`config.mk`:
```
export PLATFORM = sky130hd
export DESIGN_NAME = osd_cmd_decoder
export DESIGN_NICKNAME = d
export VERILOG_FILES = /design/src/rtl/osd_pkg.sv /design/src/rtl/osd_serial_rx.sv /design/src/rtl/osd_erase_seq.sv /design/src/rtl/osd_cmd_decode.sv /design/src/rtl/osd_cmd_decoder.sv
export SDC_FILE = /design/constraint.sdc
export NUM_CORES = 1
export LEC_CHECK = 0
export ABC_AREA = 1
export BUFFER_PORTS_ARGS = -buffer_cell sky130_fd_sc_hd__buf_2
export CAP_MARGIN = 20
export CORE_ASPECT_RATIO = 0.8
export CORE_MARGIN = 4
export CORE_UTILIZATION = 57
export CTS_CLUSTER_DIAMETER = 100
export DETAILED_ROUTE_END_ITERATION = 12
export GPL_ROUTABILITY_DRIVEN = 0
export GPL_TIMING_DRIVEN = 0
export PLACE_DENSITY = 0.91
export SETUP_SLACK_MARGIN = 0.1
export SYNTH_ARGS = -nofsm -noshare
export SYNTH_HDL_FRONTEND = slang
export SYNTH_HIERARCHICAL = 1
export SYNTH_SLANG_ARGS = --single-unit
```
`constraint.sdc`:
```
create_clock -name clk -period 2.1 [get_ports clk]
set_input_delay 0.21 -clock clk [delete_from_list [all_inputs] [get_ports clk]]
set_output_delay 0.21 -clock clk [all_outputs]
set_load 0.01 [all_outputs]
```
`src/rtl/osd_pkg.sv`:
```
package osd_pkg;
  localparam int WORD_W     = 8;
  localparam int CODE_W     = 7;
  localparam int NUM_SLOT   = 6;
  localparam int FIRST_CTRL = 2;
  localparam int NIB_W      = 4;
  localparam int SLOT_W     = NIB_W + CODE_W;
  localparam int CTRL_W     = NUM_SLOT * SLOT_W;
  localparam int DSP_SLOT   = 4 - FIRST_CTRL;
  localparam logic [CODE_W-1:0] BLANK_CODE = 7'h7F;

  typedef enum logic [2:0] {
    CMD_ADDR = 3'd0,
    CMD_CHAR = 3'd1,
    CMD_DISP = 3'd4
  } cmd_e;
endpackage

```
`src/rtl/osd_serial_rx.sv`:
```
module osd_serial_rx #(
  parameter int SYNC_STAGES = 2
) (
  input  logic       clk,
  input  logic       rst_n,
  input  logic       cs_n,
  input  logic       sclk,
  input  logic       sdin,
  output logic       cs_hi,
  output logic       byte_vld,
  output logic [7:0] byte_dat
);
  localparam int CNT_W = $clog2(osd_pkg::WORD_W);

  logic [SYNC_STAGES-1:0] s_cs, s_ck, s_d;
  logic             ck_prev;
  logic [CNT_W-1:0] bit_cnt;
  logic             rise;

  always_ff @(posedge clk or negedge rst_n) begin
    if (!rst_n) begin
      s_cs    <= '1;
      s_ck    <= '0;
      s_d     <= '0;
      ck_prev <= 1'b0;
    end else begin
      s_cs    <= {s_cs[SYNC_STAGES-2:0], cs_n};
      s_ck    <= {s_ck[SYNC_STAGES-2:0], sclk};
      s_d     <= {s_d[SYNC_STAGES-2:0], sdin};
      ck_prev <= s_ck[SYNC_STAGES-1];
    end
  end

  assign cs_hi = s_cs[SYNC_STAGES-1];
  assign rise  = s_ck[SYNC_STAGES-1] & ~ck_prev;

  always_ff @(posedge clk or negedge rst_n) begin
    if (!rst_n) begin
      bit_cnt  <= '0;
      byte_vld <= 1'b0;
      byte_dat <= '0;
    end else if (cs_hi) begin
      bit_cnt  <= '0;
      byte_vld <= 1'b0;
    end else if (rise) begin
      byte_dat <= {byte_dat[6:0], s_d[SYNC_STAGES-1]};
      bit_cnt  <= bit_cnt + 1'b1;
      byte_vld <= (bit_cnt == CNT_W'(osd_pkg::WORD_W - 1));
    end else begin
      byte_vld <= 1'b0;
    end
  end

  AST_RX_CLEAR: assert property (@(posedge clk) disable iff (!rst_n)
    cs_hi |=> (bit_cnt == '0) && !byte_vld);
endmodule

```
`src/rtl/osd_erase_seq.sv`:
```
module osd_erase_seq #(
  parameter int ROWS  = 12,
  parameter int COLS  = 24,
  parameter int ROW_W = 4,
  parameter int COL_W = 5
) (
  input  logic             clk,
  input  logic             rst_n,
  input  logic             start,
  input  logic             hold,
  input  logic             ready,
  output logic             busy,
  output logic [ROW_W-1:0] row,
  output logic [COL_W-1:0] col
);
  logic armed;

  always_ff @(posedge clk or negedge rst_n) begin
    if (!rst_n) begin
      armed <= 1'b0;
      busy  <= 1'b0;
      row   <= '0;
      col   <= '0;
    end else begin
      if (start && !busy) armed <= 1'b1;
      if (armed && !busy && !hold) begin
        armed <= 1'b0;
        busy  <= 1'b1;
        row   <= '0;
        col   <= '0;
      end else if (busy && ready) begin
        if (col == COL_W'(COLS - 1)) begin
          col <= '0;
          if (row == ROW_W'(ROWS - 1)) begin
            row  <= '0;
            busy <= 1'b0;
          end else begin
            row <= row + 1'b1;
          end
        end else begin
          col <= col + 1'b1;
        end
      end
    end
  end

  AST_ERASE_RANGE: assert property (@(posedge clk) disable iff (!rst_n)
    busy |-> (row < ROW_W'(ROWS)) && (col < COL_W'(COLS)));
endmodule

```
`src/rtl/osd_cmd_decode.sv`:
```
module osd_cmd_decode #(
  parameter int ROWS  = 12,
  parameter int COLS  = 24,
  parameter int ROW_W = 4,
  parameter int COL_W = 5
) (
  input  logic                         clk,
  input  logic                         rst_n,
  input  logic                         cs_hi,
  input  logic                         byte_vld,
  input  logic [7:0]                   byte_dat,
  input  logic                         erasing,
  input  logic                         ch_ready,
  output logic                         ch_valid,
  output logic [ROW_W-1:0]             ch_row,
  output logic [COL_W-1:0]             ch_col,
  output logic [osd_pkg::CODE_W-1:0]   ch_code,
  output logic                         ch_attr,
  output logic                         erase_go,
  output logic                         sw_rst,
  output logic [osd_pkg::CTRL_W-1:0]   ctrl_flat
);
  import osd_pkg::*;

  logic [2:0]        cmd;
  logic              lock;
  logic [ROW_W-1:0]  row;
  logic [COL_W-1:0]  col;
  logic              attr;
  logic [SLOT_W-1:0] slot [NUM_SLOT];
  logic [2:0]        new_idx, cur_idx;

  assign new_idx = byte_dat[6:4] - 3'(FIRST_CTRL);
  assign cur_idx = cmd - 3'(FIRST_CTRL);

  always_ff @(posedge clk or negedge rst_n) begin
    if (!rst_n) begin
      cmd      <= CMD_ADDR;
      lock     <= 1'b0;
      row      <= '0;
      col      <= '0;
      attr     <= 1'b0;
      sw_rst   <= 1'b0;
      erase_go <= 1'b0;
      ch_valid <= 1'b0;
      ch_row   <= '0;
      ch_col   <= '0;
      ch_code  <= '0;
      ch_attr  <= 1'b0;
      for (int k = 0; k < NUM_SLOT; k++) slot[k] <= '0;
    end else begin
      erase_go <= 1'b0;
      if (ch_valid && ch_ready) ch_valid <= 1'b0;
      if (cs_hi) begin
        cmd    <= CMD_ADDR;
        lock   <= 1'b0;
        sw_rst <= 1'b0;
      end else if (byte_vld) begin
        if (byte_dat[7]) begin
          if (!lock) begin
            cmd <= byte_dat[6:4];
            case (byte_dat[6:4])
              CMD_ADDR: row <= byte_dat[ROW_W-1:0];
              CMD_CHAR: begin
                attr <= byte_dat[0];
                lock <= 1'b1;
              end
              default: begin
                slot[new_idx][SLOT_W-1:CODE_W] <= byte_dat[NIB_W-1:0];
                if (byte_dat[6:4] == CMD_DISP) begin
                  if (byte_dat[0]) sw_rst <= 1'b1;
                  if (byte_dat[2]) erase_go <= 1'b1;
                end
              end
            endcase
          end
        end else begin
          case (cmd)
            CMD_ADDR: col <= byte_dat[COL_W-1:0];
            CMD_CHAR: begin
              if ((!ch_valid || ch_ready) && !erasing) begin
                ch_valid <= 1'b1;
                ch_row   <= row;
                ch_col   <= col;
                ch_code  <= byte_dat[CODE_W-1:0];
                ch_attr  <= attr;
                if (col == COL_W'(COLS - 1)) begin
                  col <= '0;
                  row <= (row == ROW_W'(ROWS - 1)) ? '0 : row + 1'b1;
                end else begin
                  col <= col + 1'b1;
                end
              end
            end
            default: slot[cur_idx][CODE_W-1:0] <= byte_dat[CODE_W-1:0];
          endcase
        end
      end
      if (sw_rst) begin
        for (int k = 0; k < NUM_SLOT; k++) slot[k] <= '0;
        row  <= '0;
        col  <= '0;
        attr <= 1'b0;
      end
    end
  end

  for (genvar g = 0; g < NUM_SLOT; g++) begin : g_flat
    assign ctrl_flat[g*SLOT_W +: SLOT_W] = slot[g];
  end

  AST_CS_CMD0: assert property (@(posedge clk) disable iff (!rst_n)
    cs_hi |=> (cmd == CMD_ADDR) && !lock);
  AST_LOCK_HOLD: assert property (@(posedge clk) disable iff (!rst_n)
    (lock && !cs_hi) |=> (cmd == CMD_CHAR));
  AST_SWRST_CLEAR: assert property (@(posedge clk) disable iff (!rst_n)
    sw_rst |=> (ctrl_flat == '0));
endmodule

```
`src/rtl/osd_cmd_decoder.sv`:
```
module osd_cmd_decoder #(
  parameter int ROWS        = 12,
  parameter int COLS        = 24,
  parameter int SYNC_STAGES = 2,
  parameter int ROW_W       = $clog2(ROWS),
  parameter int COL_W       = $clog2(COLS)
) (
  input  logic                       clk,
  input  logic                       rst_n,
  input  logic                       cs_n,
  input  logic                       sclk,
  input  logic                       sdin,
  input  logic                       wr_ready,
  output logic                       wr_valid,
  output logic [ROW_W-1:0]           wr_row,
  output logic [COL_W-1:0]           wr_col,
  output logic [osd_pkg::CODE_W-1:0] wr_code,
  output logic                       wr_attr,
  output logic                       erase_busy,
  output logic                       disp_on,
  output logic [osd_pkg::CTRL_W-1:0] ctrl_regs
);
  import osd_pkg::*;
  localparam int DSP_BIT = DSP_SLOT * SLOT_W;

  logic              cs_hi, byte_vld, erase_go, sw_rst;
  logic [7:0]        byte_dat;
  logic              ch_valid, ch_attr;
  logic [ROW_W-1:0]  ch_row, er_row;
  logic [COL_W-1:0]  ch_col, er_col;
  logic [CODE_W-1:0] ch_code;

  osd_serial_rx #(.SYNC_STAGES(SYNC_STAGES)) u_rx (
    .clk(clk), .rst_n(rst_n), .cs_n(cs_n), .sclk(sclk), .sdin(sdin),
    .cs_hi(cs_hi), .byte_vld(byte_vld), .byte_dat(byte_dat));

  osd_cmd_decode #(.ROWS(ROWS), .COLS(COLS), .ROW_W(ROW_W), .COL_W(COL_W)) u_dec (
    .clk(clk), .rst_n(rst_n), .cs_hi(cs_hi), .byte_vld(byte_vld),
    .byte_dat(byte_dat), .erasing(erase_busy), .ch_ready(wr_ready & ~erase_busy),
    .ch_valid(ch_valid), .ch_row(ch_row), .ch_col(ch_col), .ch_code(ch_code),
    .ch_attr(ch_attr), .erase_go(erase_go), .sw_rst(sw_rst), .ctrl_flat(ctrl_regs));

  osd_erase_seq #(.ROWS(ROWS), .COLS(COLS), .ROW_W(ROW_W), .COL_W(COL_W)) u_erase (
    .clk(clk), .rst_n(rst_n), .start(erase_go), .hold(ch_valid),
    .ready(wr_ready), .busy(erase_busy), .row(er_row), .col(er_col));

  always_comb begin
    if (erase_busy) begin
      wr_valid = 1'b1;
      wr_row   = er_row;
      wr_col   = er_col;
      wr_code  = BLANK_CODE;
      wr_attr  = 1'b0;
    end else begin
      wr_valid = ch_valid;
      wr_row   = ch_row;
      wr_col   = ch_col;
      wr_code  = ch_code;
      wr_attr  = ch_attr;
    end
  end

  assign disp_on = ctrl_regs[DSP_BIT] & ~erase_busy & ~sw_rst;

  AST_WR_HOLD: assert property (@(posedge clk) disable iff (!rst_n)
    (wr_valid && !wr_ready) |=> wr_valid && $stable({wr_row, wr_col, wr_code, wr_attr}));
endmodule

```
==> run_results.csv <==
group,metric,value,unit
finish,fillCellCount,800,
critical_path,crit_path_start_kind,"flip-flop",
finish,finalNetCount,944,
critical_path,slowest_delay,0.47,ns
global_routing,grt_max_degree,83,
worst_hold_path,min-delay-path-class,"in2reg",
critical_path,cp_max_fo,10,
sta,hold_violations,0,
place,post_detail_place_hpwl,11100,µm
sta,max_slew_margin,0.616,
synth,yosys_register_bits,130,
routing,number_of_drc_markers_after_the_initial_detailed_route_iteration,777,
floorplanning,core.rowCount,34,
global_routing,groute.layer.met1.usage,0.366,
sta,finalCritPeriodShare,0.934,
place,placement.io_buffers,91,
clock_network,cts.reportedPaths.clkPinSlew,0.06,ns
clock_network,tritoncts,"yes",
sta,period_minus_slack,1.96,ns
sta,fin_worst_hold_slack,0.175,ns
critical_path,setup.worst_path.end_class,"flip-flop",
clock_network,clkLatencyLatePin,0.42,ns
finish,layout-drive-gt1-share,0.187,
sta,setup_viol,0,
pwr,max-vdd-ir-drop,547,µV
synth,nets_in_the_synthesized_netlist,824,
synth,synth_cells,812,
floorplanning,chipHeight,102,µm
outcome,status,"complete, no violations",
critical_path,most_numerous_cell_on_the_critical_path,"nand2_1",
floorplanning,ios,92,
global_routing,number_of_global_route_vias_before_repair,5790,
global_routing,grt_remaining_overflow,0,
routing,drc,0,
floorplanning,die-width,126,µm
pwr,finalPower,6700,µW
sta,final.setup_skew,0.00777,ns
global_routing,grt_first_pass_wirelength,27600,µm
finish,stdcell_area,7750,µm²
critical_path,timing_worst_setup_path_type,"reg2reg",
floorplanning,core_outline_area,10900,µm²
pwr,powerDensity,865,nW/µm²
critical_path,path_cells,"inv_1 > nand2_1 > o21ai_1 > nor2_2 > clkbuf_1 > nand3_1 > nand2_1",
finish,utilization,0.711,
global_routing,gr_peak_layer,"met2",
global_routing,global_route.usage.met3,0.0726,
synth,synth_seq_area_share,0.513,
clock_network,cts-buffers-inserted,17,
critical_path,critical_path.slowest_cell,"dfrtp_1",
global_routing,grt_antenna_before_repair,0,
sta,tightestPinTransition,0.572,ns
synth,synth_area_per_cell,7.82,µm²
synth,yosys_warnings,6,
flow_run,max_cap_viol_count,0,
critical_path,cp_data_arrival_time,2.31,ns
global_routing,grtUsageMet2,0.407,
critical_path,cp.required,2.44,ns
routing,drt.antenna.violating_nets,0,
synth,post_synthesis_cell_type_count,31,
sta,timing.final.max_slew_violations,0,
sta,final.setup.tns,0,ns
sta,achievable-frequency,510,MHz
routing,wl_per_cell,15.5,µm
routing,drt_pass1_iterations,5,
routing,vias_per_cell,5.62,
routing,routed_wirelength,16900,µm
finish,synthToLayoutAreaGrowth,22.0,%
global_routing,grt_use_total,0.266,
clock_network,cts_max_level,4,
floorplanning,design.die.area,12900,µm²
finish,antenna-diode-count,0,
routing,dr_vias,6120,
clock_network,clkSinkCount,130,
sta,grt_setup_unrepaired,"no",
pwr,total_leakage_power,0.00423,µW
synth,netlist_area,6350,µm²
clock_network,largest_buffer_count_on_any_clock_path,2,
place,placed_area,7020,µm²
clock_network,cts-root-buf,"clkbuf_16",
floorplanning,starting_density_of_the_core,0.583,
==> synth_stat cells <==
master	n	area, µm²
a21oi_1	12	60.1
buf_2	8	40.0
buf_4	4	30.0
buf_6	5	56.3
buf_8	1	15.0
clkbuf_1	9	33.8
clkinv_1	2	7.51
dfrtp_1	128	3200
dfstp_2	2	52.6
ha_1	6	75.1
inv_1	51	191
inv_2	2	7.51
nand2_1	295	1110
nand2_2	1	6.26
nand2_4	2	22.5
nand3_1	114	571
nand3_2	5	50.1
nand3_4	1	17.5
nand4_1	14	87.6
nor2_1	88	330
nor2_2	2	12.5
nor2_4	4	45.0
nor3_1	2	10.0
nor3_2	1	10.0
nor4_1	3	18.8
o21ai_0	28	140
o21ai_1	6	30.0
o21ai_2	5	43.8
o31ai_1	1	7.51
or2_1	8	50.1
xor2_1	2	17.5
==> final timing paths <==
path | slack [ns] | cells past startpoint | to | start
min in group asynchronous | 0.30 | 2 | u_dec/ctrl_flat[53] | rst_n
hold / removal | 0.18 | 4 | u_erase/col[1] | wr_ready
setup reg to reg | 0.14 | 7 | u_dec/ctrl_flat[32] | u_dec/sw_rst
setup / recovery | 0.14 | 7 | u_dec/ctrl_flat[32] | u_dec/sw_rst
hold reg to reg | 0.35 | 0 | u_rx/s_d[1] | u_rx/s_d[0]
max in group asynchronous | 1.04 | 3 | u_rx/s_cs[1] | rst_n
==> cells in the final DEF (no fill, tap or decap), drive strengths merged <==
master,count
a21oi,12
buf,115
bufinv,4
clkbuf,28
clkinv,6
clkinvlp,4
dfrtp,128
dfstp,2
dlygate4sd3,4
ha,6
inv,54
nand2,298
nand3,120
nand4,14
nor2,94
nor3,3
nor4,3
o21ai,39
o31ai,1
or2,8
xor2,2
==> through the flow <==
step	setup slack [ns]	std cells
finish	0.138	1089
global route	0.0731	1089
CTS	0.159	1084
detailed placement	0.0232	1048
global placement	-0.832	1047
floorplan	0.349	812
==> sequential cells by signal (all words and copies together), names as in the netlist, 2 cells and up <==
name	cells
u_dec/col	5
u_erase/col	5
u_rx/s_ck	2
u_dec/cmd	3
u_dec/ctrl_flat	66
u_erase/row	4
u_dec/ch_code	7
u_dec/ch_col	5
u_dec/row	4
u_rx/byte_dat	8
u_dec/ch_row	4
u_rx/s_cs	2
u_rx/s_d	2
u_rx/bit_cnt	3
==> cell families (layout without fill, tap and decap cells) <==
group / count (synthesis) / in the layout / synth area share
simple gates: 540 / 540 / 0.368
buf+inv: 82 / 215 / 0.0601
flops: 130 / 130 / 0.513
compound gates: 52 / 52 / 0.0443
fa+ha+maj: 6 / 6 / 0.0118
xor+xnor: 2 / 2 / 0.00276
==> metal layers <==
layer | up-vias | part of all wire
li1 | 2860 | -
met1 | 2839 | 0.42
met2 | 371 | 0.45
met3 | 50 | 0.10
met4 | 0 | 0.024
met5 | - | 0
==> timing repair <==
action | 4_1_cts | 5_1_grt
endpoints found under the setup margin | 17 | 30
gates resized for setup | 3 | 6
hold endpoints to repair | 51 | 0
setup buffers | 0 | 5
hold buffers | 4 | 0
==> worst max-delay path: cells and delay by family (launching register included) <==
kind | cells | cell delay [ns]
AND/OR/NAND/NOR | 4 | 0.68
buffers and inverters | 2 | 0.62
flip-flops | 1 | 0.47
AO/OA/AOI/OAI | 1 | 0.11
==> report_power, final <==
group	internal [µW]	switching, µW
registers	2610	173
logic	237	538
clock network	2050	1090
total	4890	1810
==> final cells by class <==
type | count | area [µm²] | area share
multi-input cells | 600 | 2720 | 0.351
well taps | 144 | 180 | 0.0233
clock inverters | 13 | 183 | 0.0236
repair buffers | 101 | 567 | 0.0732
inverters | 55 | 206 | 0.0267
plain buffers | 27 | 180 | 0.0233
clock buffers | 19 | 453 | 0.0585
flip-flops and latches | 130 | 3260 | 0.420
No activity file was read; power rests on OpenSTA's default activity.
